[config.mk]
export PLATFORM = sky130hd
export DESIGN_NAME = flash_prog_seq
export DESIGN_NICKNAME = d
export VERILOG_FILES = /design/src/rtl/flash_seq_pkg.sv /design/src/rtl/flash_cmd_gen.sv /design/src/rtl/flash_phase_tmr.sv /design/src/rtl/flash_tout_ctr.sv /design/src/rtl/flash_prog_seq.sv
export SDC_FILE = /design/constraint.sdc
export NUM_CORES = 1
export LEC_CHECK = 0
export BUFFER_PORTS_ARGS = -buffer_cell sky130_fd_sc_hd__buf_4
export CAP_MARGIN = 20
export CORE_MARGIN = 2
export CORE_UTILIZATION = 55
export DETAILED_ROUTE_END_ITERATION = 16
export PLACE_DENSITY = 0.8
export SLEW_MARGIN = 20
export SYNTH_ARGS = -nofsm -noshare
export SYNTH_HDL_FRONTEND = slang
export SYNTH_SLANG_ARGS = --single-unit
[constraint.sdc]
create_clock -name clk -period 8.9 [get_ports clk]
set_clock_uncertainty 0.05 [all_clocks]
set_input_delay 0.445 -clock clk [delete_from_list [all_inputs] [get_ports clk]]
set_output_delay 0.445 -clock clk [all_outputs]
set_load 0.01 [all_outputs]
[src/rtl/flash_seq_pkg.sv]
package flash_seq_pkg;

    typedef enum logic [1:0] {
        OP_PROG = 2'b00,
        OP_SECT = 2'b01,
        OP_CHIP = 2'b10,
        OP_RSVD = 2'b11
    } fop_e;

    typedef enum logic [2:0] {
        S_IDLE,
        S_WSET,
        S_WLOW,
        S_WHIGH,
        S_PREAD,
        S_PGAP,
        S_VREAD,
        S_FIN
    } fsq_e;

    localparam logic [7:0] ERASED_BYTE = 8'hFF;
    localparam logic [7:0] KEY_A       = 8'hAA;
    localparam logic [7:0] KEY_B       = 8'h55;
    localparam logic [7:0] CMD_PROG    = 8'hA0;
    localparam logic [7:0] CMD_ERASE   = 8'h80;
    localparam logic [7:0] CMD_CHIP    = 8'h10;
    localparam logic [7:0] CMD_SECT    = 8'h30;
    localparam logic [15:0] UNLOCK_HI  = 16'h5555;
    localparam logic [15:0] UNLOCK_LO  = 16'h2AAA;

    // Nanoseconds to whole clock cycles, rounded up, never below one.
    function automatic longint unsigned ns2cyc(input longint unsigned ns,
                                               input longint unsigned per);
        longint unsigned c;
        c = (ns + per - 1) / per;
        return (c == 0) ? 1 : c;
    endfunction

endpackage

[src/rtl/flash_cmd_gen.sv]
// Address and data of command cycle `step` for the selected operation.
module flash_cmd_gen
    import flash_seq_pkg::*;
#(
    parameter int ADDR_W = 17
)(
    input  fop_e              op,
    input  logic [2:0]        step,
    input  logic [ADDR_W-1:0] tgt_addr,
    input  logic [7:0]        tgt_data,
    output logic [ADDR_W-1:0] cyc_addr,
    output logic [7:0]        cyc_data,
    output logic              cyc_last
);
    localparam logic [ADDR_W-1:0] A_HI = ADDR_W'(UNLOCK_HI);
    localparam logic [ADDR_W-1:0] A_LO = ADDR_W'(UNLOCK_LO);

    logic is_prog;
    assign is_prog  = (op == OP_PROG);
    assign cyc_last = is_prog ? (step == 3'd3) : (step == 3'd5);

    always_comb begin
        cyc_addr = A_HI;
        cyc_data = KEY_A;
        unique case (step)
            3'd0: begin cyc_addr = A_HI; cyc_data = KEY_A; end
            3'd1: begin cyc_addr = A_LO; cyc_data = KEY_B; end
            3'd2: begin cyc_addr = A_HI; cyc_data = is_prog ? CMD_PROG : CMD_ERASE; end
            3'd3: begin
                cyc_addr = is_prog ? tgt_addr : A_HI;
                cyc_data = is_prog ? tgt_data : KEY_A;
            end
            3'd4: begin cyc_addr = A_LO; cyc_data = KEY_B; end
            3'd5: begin
                cyc_addr = (op == OP_CHIP) ? A_HI : tgt_addr;
                cyc_data = (op == OP_CHIP) ? CMD_CHIP : CMD_SECT;
            end
            default: begin cyc_addr = A_HI; cyc_data = KEY_A; end
        endcase
    end
endmodule

[src/rtl/flash_phase_tmr.sv]
// Down-counter: loaded with a phase length, reports its final cycle.
module flash_phase_tmr #(
    parameter int W = 8
)(
    input  logic         clk,
    input  logic         rst_n,
    input  logic         load,
    input  logic [W-1:0] len,
    output logic         last
);
    logic [W-1:0] cnt_q;

    always_ff @(posedge clk or negedge rst_n) begin
        if (!rst_n)
            cnt_q <= '0;
        else if (load)
            cnt_q <= len - W'(1);
        else if (cnt_q != '0)
            cnt_q <= cnt_q - W'(1);
    end

    assign last = (cnt_q == '0);
endmodule

[src/rtl/flash_tout_ctr.sv]
// Counts polling cycles; flags when the limit is reached.
module flash_tout_ctr #(
    parameter int W = 16
)(
    input  logic         clk,
    input  logic         rst_n,
    input  logic         clear,
    input  logic         run,
    input  logic [W-1:0] limit,
    output logic         hit
);
    logic [W-1:0] cnt_q;

    always_ff @(posedge clk or negedge rst_n) begin
        if (!rst_n)
            cnt_q <= '0;
        else if (clear)
            cnt_q <= '0;
        else if (run && cnt_q != {W{1'b1}})
            cnt_q <= cnt_q + W'(1);
    end

    assign hit = run && (cnt_q >= limit - W'(1));
endmodule

[src/rtl/flash_prog_seq.sv]
module flash_prog_seq
    import flash_seq_pkg::*;
#(
    parameter int              ADDR_W        = 17,
    parameter longint unsigned CLK_NS        = 8,
    parameter longint unsigned WE_LOW_NS     = 90,
    parameter longint unsigned WE_HIGH_NS    = 90,
    parameter longint unsigned RD_ACC_NS     = 70,
    parameter longint unsigned OE_GAP_NS     = 20,
    parameter longint unsigned PROG_TOUT_NS  = 64'd50_000,
    parameter longint unsigned ERASE_TOUT_NS = 64'd10_000_000_000
)(
    input  logic              clk,
    input  logic              rst_n,
    input  logic              req_start,
    input  logic [1:0]        req_op,
    input  logic [ADDR_W-1:0] req_addr,
    input  logic [7:0]        req_data,
    output logic              req_done,
    output logic              req_error,
    output logic [ADDR_W-1:0] fl_addr,
    output logic [7:0]        fl_wdata,
    output logic              fl_drive,
    input  logic [7:0]        fl_rdata,
    output logic              fl_ce_n,
    output logic              fl_oe_n,
    output logic              fl_we_n
);
    localparam longint unsigned WLO_CYC = ns2cyc(WE_LOW_NS, CLK_NS);
    localparam longint unsigned WHI_CYC = ns2cyc(WE_HIGH_NS, CLK_NS);
    localparam longint unsigned RD_CYC  = ns2cyc(RD_ACC_NS, CLK_NS);
    localparam longint unsigned GAP_CYC = ns2cyc(OE_GAP_NS, CLK_NS);
    localparam longint unsigned PTO_CYC = ns2cyc(PROG_TOUT_NS, CLK_NS);
    localparam longint unsigned ETO_CYC = ns2cyc(ERASE_TOUT_NS, CLK_NS);
    localparam longint unsigned PH_MAX1 = (WLO_CYC > WHI_CYC) ? WLO_CYC : WHI_CYC;
    localparam longint unsigned PH_MAX2 = (RD_CYC > GAP_CYC) ? RD_CYC : GAP_CYC;
    localparam longint unsigned PH_MAX  = (PH_MAX1 > PH_MAX2) ? PH_MAX1 : PH_MAX2;
    localparam longint unsigned TO_MAX  = (PTO_CYC > ETO_CYC) ? PTO_CYC : ETO_CYC;
    localparam int PH_W = $clog2(PH_MAX + 1) + 1;
    localparam int TO_W = $clog2(TO_MAX + 1) + 1;

    fsq_e              state_q, state_d;
    fop_e              op_q;
    logic [ADDR_W-1:0] addr_q;
    logic [7:0]        data_q, exp_q;
    logic [2:0]        step_q, step_d;
    logic              err_q, err_d;
    logic              capture;

    logic [ADDR_W-1:0] cyc_addr;
    logic [7:0]        cyc_data;
    logic              cyc_last;
    logic              ph_load, ph_last;
    logic [PH_W-1:0]   ph_len;
    logic              to_run, to_clear, to_hit;
    logic [TO_W-1:0]   to_limit;

    flash_cmd_gen #(.ADDR_W(ADDR_W)) u_cmd (
        .op       (op_q),
        .step     (step_q),
        .tgt_addr (addr_q),
        .tgt_data (data_q),
        .cyc_addr (cyc_addr),
        .cyc_data (cyc_data),
        .cyc_last (cyc_last)
    );

    flash_phase_tmr #(.W(PH_W)) u_phase (
        .clk   (clk),
        .rst_n (rst_n),
        .load  (ph_load),
        .len   (ph_len),
        .last  (ph_last)
    );

    flash_tout_ctr #(.W(TO_W)) u_tout (
        .clk   (clk),
        .rst_n (rst_n),
        .clear (to_clear),
        .run   (to_run),
        .limit (to_limit),
        .hit   (to_hit)
    );

    assign capture  = (state_q == S_IDLE) && req_start;
    assign to_run   = (state_q == S_PREAD) || (state_q == S_PGAP);
    assign to_clear = (state_q == S_IDLE);
    assign to_limit = (op_q == OP_PROG) ? TO_W'(PTO_CYC) : TO_W'(ETO_CYC);
    assign ph_load  = (state_d != state_q);

    always_comb begin
        unique case (state_d)
            S_WLOW:           ph_len = PH_W'(WLO_CYC);
            S_WHIGH:          ph_len = PH_W'(WHI_CYC);
            S_PREAD, S_VREAD: ph_len = PH_W'(RD_CYC);
            S_PGAP:           ph_len = PH_W'(GAP_CYC);
            default:          ph_len = PH_W'(1);
        endcase
    end

    // Next state
    always_comb begin
        state_d = state_q;
        step_d  = step_q;
        err_d   = err_q;
        unique case (state_q)
            S_IDLE: if (req_start) begin
                step_d = 3'd0;
                if (fop_e'(req_op) == OP_RSVD) begin
                    state_d = S_FIN;
                    err_d   = 1'b1;
                end else begin
                    state_d = S_WSET;
                    err_d   = 1'b0;
                end
            end
            S_WSET:  if (ph_last) state_d = S_WLOW;
            S_WLOW:  if (ph_last) state_d = S_WHIGH;
            S_WHIGH: if (ph_last) begin
                if (cyc_last) begin
                    state_d = S_PREAD;
                end else begin
                    state_d = S_WSET;
                    step_d  = step_q + 3'd1;
                end
            end
            S_PREAD: begin
                if (ph_last && (fl_rdata[7] == exp_q[7])) begin
                    state_d = S_VREAD;
                end else if (to_hit) begin
                    state_d = S_FIN;
                    err_d   = 1'b1;
                end else if (ph_last) begin
                    state_d = S_PGAP;
                end
            end
            S_PGAP: begin
                if (to_hit) begin
                    state_d = S_FIN;
                    err_d   = 1'b1;
                end else if (ph_last) begin
                    state_d = S_PREAD;
                end
            end
            S_VREAD: if (ph_last) begin
                state_d = S_FIN;
                err_d   = (fl_rdata != exp_q);
            end
            S_FIN:   state_d = S_IDLE;
            default: state_d = S_IDLE;
        endcase
    end

    // State register and request capture
    always_ff @(posedge clk or negedge rst_n) begin
        if (!rst_n) begin
            state_q <= S_IDLE;
            step_q  <= 3'd0;
            err_q   <= 1'b0;
            op_q    <= OP_PROG;
            addr_q  <= '0;
            data_q  <= 8'h00;
            exp_q   <= 8'h00;
        end else begin
            state_q <= state_d;
            step_q  <= step_d;
            err_q   <= err_d;
            if (capture) begin
                op_q   <= fop_e'(req_op);
                addr_q <= req_addr;
                data_q <= req_data;
                exp_q  <= (fop_e'(req_op) == OP_PROG) ? req_data : ERASED_BYTE;
            end
        end
    end

    // Outputs
    always_comb begin
        fl_ce_n   = 1'b1;
        fl_oe_n   = 1'b1;
        fl_we_n   = 1'b1;
        fl_drive  = 1'b0;
        fl_addr   = '0;
        fl_wdata  = 8'h00;
        req_done  = 1'b0;
        req_error = err_q;
        unique case (state_q)
            S_WSET, S_WHIGH: begin
                fl_ce_n  = 1'b0;
                fl_drive = 1'b1;
                fl_addr  = cyc_addr;
                fl_wdata = cyc_data;
            end
            S_WLOW: begin
                fl_ce_n  = 1'b0;
                fl_we_n  = 1'b0;
                fl_drive = 1'b1;
                fl_addr  = cyc_addr;
                fl_wdata = cyc_data;
            end
            S_PREAD, S_VREAD: begin
                fl_ce_n = 1'b0;
                fl_oe_n = 1'b0;
                fl_addr = addr_q;
            end
            S_PGAP: begin
                fl_ce_n = 1'b0;
                fl_addr = addr_q;
            end
            S_FIN:   req_done = 1'b1;
            default: ;
        endcase
    end
endmodule

==> results of run 1 <==
where the power goes:
group | internal, mW | switching (mW)
registers | 0.469 | 0.116
clock network | 0.187 | 0.137
logic | 0.367 | 0.411
total | 1.02 | 0.663
final cells by class:
| type | count | area, um2 |
|---|---|---|
| clock buffers | 9 | 124 |
| clock inverters | 7 | 120 |
| fillers | 639 | 2770 |
| inverters | 20 | 75.1 |
| multi-input cells | 400 | 2580 |
| flip-flops and latches | 79 | 1980 |
| well taps | 105 | 131 |
| repair buffers | 69 | 522 |
path summary, 6_finish.rpt:
check,startpoint,to,cells after the start
max,op_q[0],u_phase.cnt_q[4],13
min reg2reg,exp_q[0],exp_q[0],2
min,rst_n,u_tout.cnt_q[6],1
min in group clk,req_addr[11],addr_q[11],2
max in group asynchronous,rst_n,addr_q[16],1
max reg2reg,op_q[0],u_phase.cnt_q[4],13
kinds of logic (layout without fill, tap and decap cells):
kind of cell	Yosys count	count (layout)	share of synthesized area
simple gates	199	199	0.198
compound gates	118	118	0.169
flops	79	79	0.416
buf+inv	48	105	0.0401
xor+xnor	40	40	0.0738
mux	35	35	0.0812
fa+ha+maj	8	8	0.0211
state kept, by name (all words and copies together), names as in the netlist:
signal         flops
u_tout.cnt_q      32
addr_q            17
data_q             8
exp_q              8
u_phase.cnt_q      5
state_q            3
step_q             3
op_q               2
req_error          1
stage by stage:
stage	cell area [um2]	utilization	std cells
finish	5530	0.667	689
global route	5530	0.667	689
CTS	5530	0.666	689
detailed placement	5280	0.637	673
global placement	5280	0.637	673
floorplan	4750	-	527
routing by layer:
metal / vias to the layer above / wire length [um] / GRT usage
met4: 0 / 165 / 0.0910
met2: 115 / 5310 / 0.390
li1: 1964 / - / -
met1: 1969 / 5060 / 0.347
met3: 12 / 548 / 0.0405
met5: - / 0 / 0
placed cells by master (no fill, tap or decap), drive strengths merged, types with 3 or more instances in the layout:
cell	Yosys	routed
or4	7	7
ha	8	8
and2	6	6
inv	20	21
nand2	53	53
mux2	28	28
nor2b	3	3
nor3	3	3
nand4	11	11
o21ai	17	17
dfrtp	79	79
buf	6	69
or2	3	3
bufinv	0	3
a21o	8	8
a21oi	33	33
clkbuf	22	9
o22ai	11	11
nand3	18	18
a22o	8	8
and4	7	7
nor2	73	73
o21a	8	8
mux2i	7	7
xnor2	17	17
o31ai	4	4
a31oi	7	7
xor2	23	23
nand2b	5	5
and3	3	3
==> impl_metrics.py, run 1 <==
metrics = {
    "floorplanning": {
        "rows": 33,
        "die_x_um": 96.9,
        "start_util": 0.572,
        "die-area_um2": 9390,
        "core_area_um2": 8300,
        "io_pins": 69,
        "die_h_um": 96.9,
    },
    "setup_path": {
        "cp-end-kind": "flip-flop",
        "required_ps": 9110,
        "crit_top_cell": "inv_1",
        "critPathArrivalTime_ps": 4650,
        "critPathBufInv": 2,
        "crit_family": "compound AO/OA/AOI/OAI gates",
        "rrSetupSlack_ps": 4470,
        "crit_slowest_cell": "o32ai_1",
        "crit_path_max_incr_delay_ps": 880,
        "cp-start-kind": "flip-flop",
        "path_max_fanout": 16,
        "path_class": "flip-flop to flip-flop",
        "worstPathCellList": "or2_1 -> inv_1 -> o32ai_1 -> a2bb2oi_1 -> o31ai_1 -> o31ai_2 -> inv_1 -> a21boi_2 -> ha_1 -> nand2_1 -> nor3_1 -> a21oi_1 -> o22ai_1",
    },
    "timing": {
        "fin_ws_ps": 4470,
        "finalSetupTns_ps": 0,
        "finalHoldViolations": 0,
        "drv_slew": 0,
        "rsz0062_at_grt": "no",
        "whs_ps": 70.0,
        "max_freq_mhz": 226,
        "relSlewSlack": 0.360,
        "setup-violations-final": 0,
        "period_needed_ps": 4430,
        "finalCritPeriodShare": 0.498,
        "worst_slew_pin_slew_ps": 960,
    },
    "clock_tree": {
        "ctsHoldBuffers": 0,
        "h-tree-depth": 3,
        "ctsResizeCount": 0,
        "cts_inserted_buffers": 9,
        "clk_pin_slew_ps": 90,
        "clk_path_buf_depth": 2,
        "cts_setup_buffers": 0,
        "cts_root_buf": "clkbuf_8",
        "cts.sinks": 79,
        "cts_tree": "done",
        "clock_latency_ps": 350,
    },
    "route": {
        "drt_iter0_markers": 322,
        "wl_per_cell_um": 16.1,
        "first_pass_iters": 6,
        "vias": 4060,
        "routed_wirelength_um": 11100,
        "postRouteAntennaNets": 0,
        "vias_per_cell": 5.89,
        "drc": 0,
    },
    "place": {
        "dpl_worst_slack_ps": 4650,
        "port_buffers": 68,
        "dpl.hpwl_um": 7750,
        "place_congestion": 0.867,
    },
    "cells_and_area": {
        "layout-drive-gt1-share": 0.214,
        "n_antenna_cell": 0,
        "area_growth_pct": 16.5,
        "nNetsFinal": 625,
    },
    "yosys": {
        "post-synth-top-count-cell": "dfrtp_1",
        "syn_area_per_cell_um2": 9.01,
        "ys_seq_area_frac": 0.416,
        "synth_seq_cells": 79,
        "ys_types": 62,
        "synth_edf_count": 0,
        "syn_inst": 527,
        "synth-async-reset-ratio": 1.00,
        "yosys_most_used_dff": "dfrtp_1",
        "synth.top_cells.by_count": "dfrtp_1 (79), nor2_1 (73), nand2_1 (53), a21oi_1 (33), mux2_2 (28)",
        "yosysWarnings": 0,
        "synth_top_area_cell": "dfrtp_1",
        "synth_area_leaders": "dfrtp_1 (42%), mux2_2 (6.6%), nor2_1 (5.8%)",
        "synth_top_area_share": 0.416,
        "syn_area_um2": 4750,
        "syn_nets": 573,
    },
    "global_route": {
        "grt_usage": 0.248,
        "overflow": 0,
        "antenna_found_initial": 0,
        "grt_max_degree": 80,
        "grt_pass1_wl_um": 19400,
        "grt_pass1_vias": 4017,
    },
    "power_and_ir_drop": {
        "power_mw": 1.69,
        "peakVddDrop_mv": 0.204,
        "total_leakage_power_nw": 2.54,
        "cellPowerDensity_nw_per_um2": 305,
    },
    "run": {
        "max_cap_viol_count": 0,
    },
    "worst_hold_path": {
        "holdCritPathClass": "input port to asynchronous set/reset pin",
    },
    "run_status": {
        "status": "finished, final reports clean",
    },
}
No activity file was read; power rests on OpenSTA's default activity.
==> inputs of run 2 (changes only) <==
Settings changed: CORE_UTILIZATION 55 to 52.
Clock period 8.9 ns to 3.65 ns, I/O delays scaled along.
==> run 2 against run 1 <==
Effect of this change:
- critical path depth increased by 2
- maximum frequency up 27%
- register-to-register slack got worse by 4300 ps
- power grew 150%
- worst setup slack got worse by 4300 ps
- global-route usage shrank 0.70 points
- non-clock buffer count increased by 28
- sequential share of layout area shrank 1.4 points
- final cell count up 4.5%
- flip-flop and latch count did not move
- critical endpoint unchanged
==> impl_metrics.py, run 2 (synthesis gave the netlist of run 1 again) <==
metrics = {
    "run_status": {
        "status": "finished, final reports clean",
    },
    "global_route": {
        "overflow": 0,
        "busiest_layer": "met2",
        "use_met2": 0.394,
        "antenna_found_initial": 0,
        "grt_pass1_wl_um": 19400,
        "grt_max_degree": 80,
        "grt_usage": 0.241,
        "use_met1": 0.326,
        "grt_pass1_vias": 4127,
        "use_met3": 0.0372,
    },
    "setup_path": {
        "reg2reg_depth": 15,
        "critPathArrivalTime_ps": 3700,
        "endpoint": "u_phase.cnt_q[4]",
        "timing.rr.end": "u_phase.cnt_q[4]",
        "crit_path_max_incr_delay_ps": 550,
        "cp-start-kind": "flip-flop",
        "cp-end-kind": "flip-flop",
        "path_class": "flip-flop to flip-flop",
        "path_max_fanout": 6,
        "cp-startpoint": "u_tout.cnt_q[22]",
        "rrSetupSlack_ps": 170,
        "r2r-start": "u_tout.cnt_q[22]",
        "crit_slowest_cell": "or4_1",
        "required_ps": 3870,
        "worstPathCellList": "or4_1 -> or4_1 -> a22oi_2 -> o21a_1 -> o31ai_1 -> o31ai_2 -> buf_4 -> buf_4 -> nand2_1 -> o21ai_0 -> ha_2 -> nand2_1 -> nor3_1 -> a21oi_1 -> o22ai_1",
    },
    "cells_and_area": {
        "ff_latch_area_um2": 1980,
        "layout_common_cells": "buf_4 (81), dfrtp_1 (78), nor2_1 (72), nand2_1 (53), a21oi_1 (33)",
        "n_antenna_cell": 0,
        "area_growth_pct": 21.3,
        "largest-register": "u_tout.cnt_q",
        "final_cell_area_um2": 5760,
        "layout_commonest_cell": "buf_4",
        "reg.largest.list": "u_tout.cnt_q: 32 flops, addr_q: 17 flops",
        "layout-drive-gt1-share": 0.234,
        "largest_reg_flops": 32,
        "multi_input_area_um2": 2600,
        "nNetsFinal": 653,
        "final_cell_count_no_fill": 720,
        "fill_cells": 690,
        "finalCoreUtilization": 0.654,
    },
    "timing": {
        "max_freq_mhz": 287,
        "period_needed_ps": 3480,
        "drv_slew": 0,
        "setup-violations-final": 0,
        "finalHoldViolations": 0,
        "finalCritPeriodShare": 0.953,
        "finalSetupTns_ps": 0,
        "worst_slew_pin_slew_ps": 980,
        "relSlewSlack": 0.347,
    },
    "power_and_ir_drop": {
        "power_mw": 4.18,
        "p_clk_frac": 0.162,
        "pwr-share-comb": 0.516,
        "p_switching_mw": 1.71,
        "cellPowerDensity_nw_per_um2": 726,
        "internal-power_mw": 2.47,
        "peakVddDrop_mv": 0.423,
        "total_leakage_power_nw": 2.64,
        "sw_frac_of_total": 0.409,
        "power_frac_seq": 0.322,
    },
    "floorplanning": {
        "rows": 34,
        "die_x_um": 99.5,
        "core_area_um2": 8810,
        "start_util": 0.539,
        "die_h_um": 99.5,
        "io_pins": 69,
        "die-area_um2": 9910,
    },
    "route": {
        "postRouteAntennaNets": 0,
        "routed_wirelength_um": 11900,
        "vias_per_cell": 5.97,
        "drc": 0,
        "vias": 4296,
        "drt_iter0_markers": 316,
        "first_pass_iters": 5,
        "wl_per_cell_um": 16.5,
    },
    "place": {
        "dpl.hpwl_um": 8080,
        "port_buffers": 68,
        "place_area_um2": 5380,
        "dp.cells": 688,
        "place_congestion": 0.869,
    },
    "clock_tree": {
        "clk_path_buf_depth": 2,
        "cts_root_buf": "clkbuf_8",
        "cts_tree": "done",
        "cts_inserted_buffers": 9,
        "h-tree-depth": 3,
        "clock_latency_ps": 360,
        "cts.sinks": 79,
        "clk_pin_slew_ps": 80,
    },
    "run": {
        "max_cap_viol_count": 0,
    },
    "worst_hold_path": {
        "holdCritPathClass": "input port to flip-flop",
    },
}
[run 2: critical path, delay by kind of cell (launching register included)]
kind	cells	cell delay, ps
flops	1	450
compound gates	7	1030
simple gates	5	1300
buf+inv	2	320
fa+ha+maj	1	250
[run 2: worst min-delay path by stage]
| stage | slack [ps] | cells past startpoint | start | endpoint |
|---|---|---|---|---|
| after floorplan | -160 | 0 | rst_n | addr_q[0] |
| after global placement | 350 | 1 | rst_n | u_tout.cnt_q[6] |
| after detailed placement | 370 | 2 | req_addr[10] | addr_q[10] |
| after CTS | 1 | 2 | req_addr[13] | addr_q[13] |
| after global routing | 0.6 | 2 | req_addr[8] | addr_q[8] |
| final | 9 | 2 | req_addr[8] | addr_q[8] |
[run 2: metal layers]
layer  share of wire  up-vias  wire length [um]
li1                -     2023                 -
met1            0.43     2056              5140
met2            0.49      185              5860
met3           0.052       32               615
met4           0.021        0               244
met5               0        -                 0
[run 2: layout make-up]
class | instances | area share
sequential | 79 | 0.343
tap | 108 | 0.0235
inverter | 20 | 0.0130
clock inverter | 6 | 0.0119
timing repair buffer | 97 | 0.134
multi-input combinational | 400 | 0.451
clock buffer | 10 | 0.0239
[run 2: timing repair]
| action | in CTS | in global routing |
|---|---|---|
| endpoints found under the setup margin | 0 | 1 |
| resized for setup | 0 | 5 |
| setup buffers | 0 | 1 |
| hold endpoints to repair | 59 | 3 |
| hold buffers | 12 | 3 |
[run 2: through the flow]
step | setup slack [ps] | hold slack (ps)
global route | -49.9 | 0.571
global placement | 333 | 353
finish | 170 | 8.67
CTS | 106 | 1.04
floorplan | 511 | -163
detailed placement | 125 | 369
[run 2: power groups by stage]
| stage | Sequential, mW | Combinational [mW] | Clock [mW] |
|---|---|---|---|
| after global routing | 1.38 | 2.33 | 0.732 |
| after global placement | 1.33 | 2.00 | 0 |
| after floorplan | 1.30 | 1.42 | 0 |
| after detailed placement | 1.36 | 2.06 | 0 |
| final | 1.35 | 2.16 | 0.679 |
| after CTS | 1.34 | 2.08 | 0.688 |
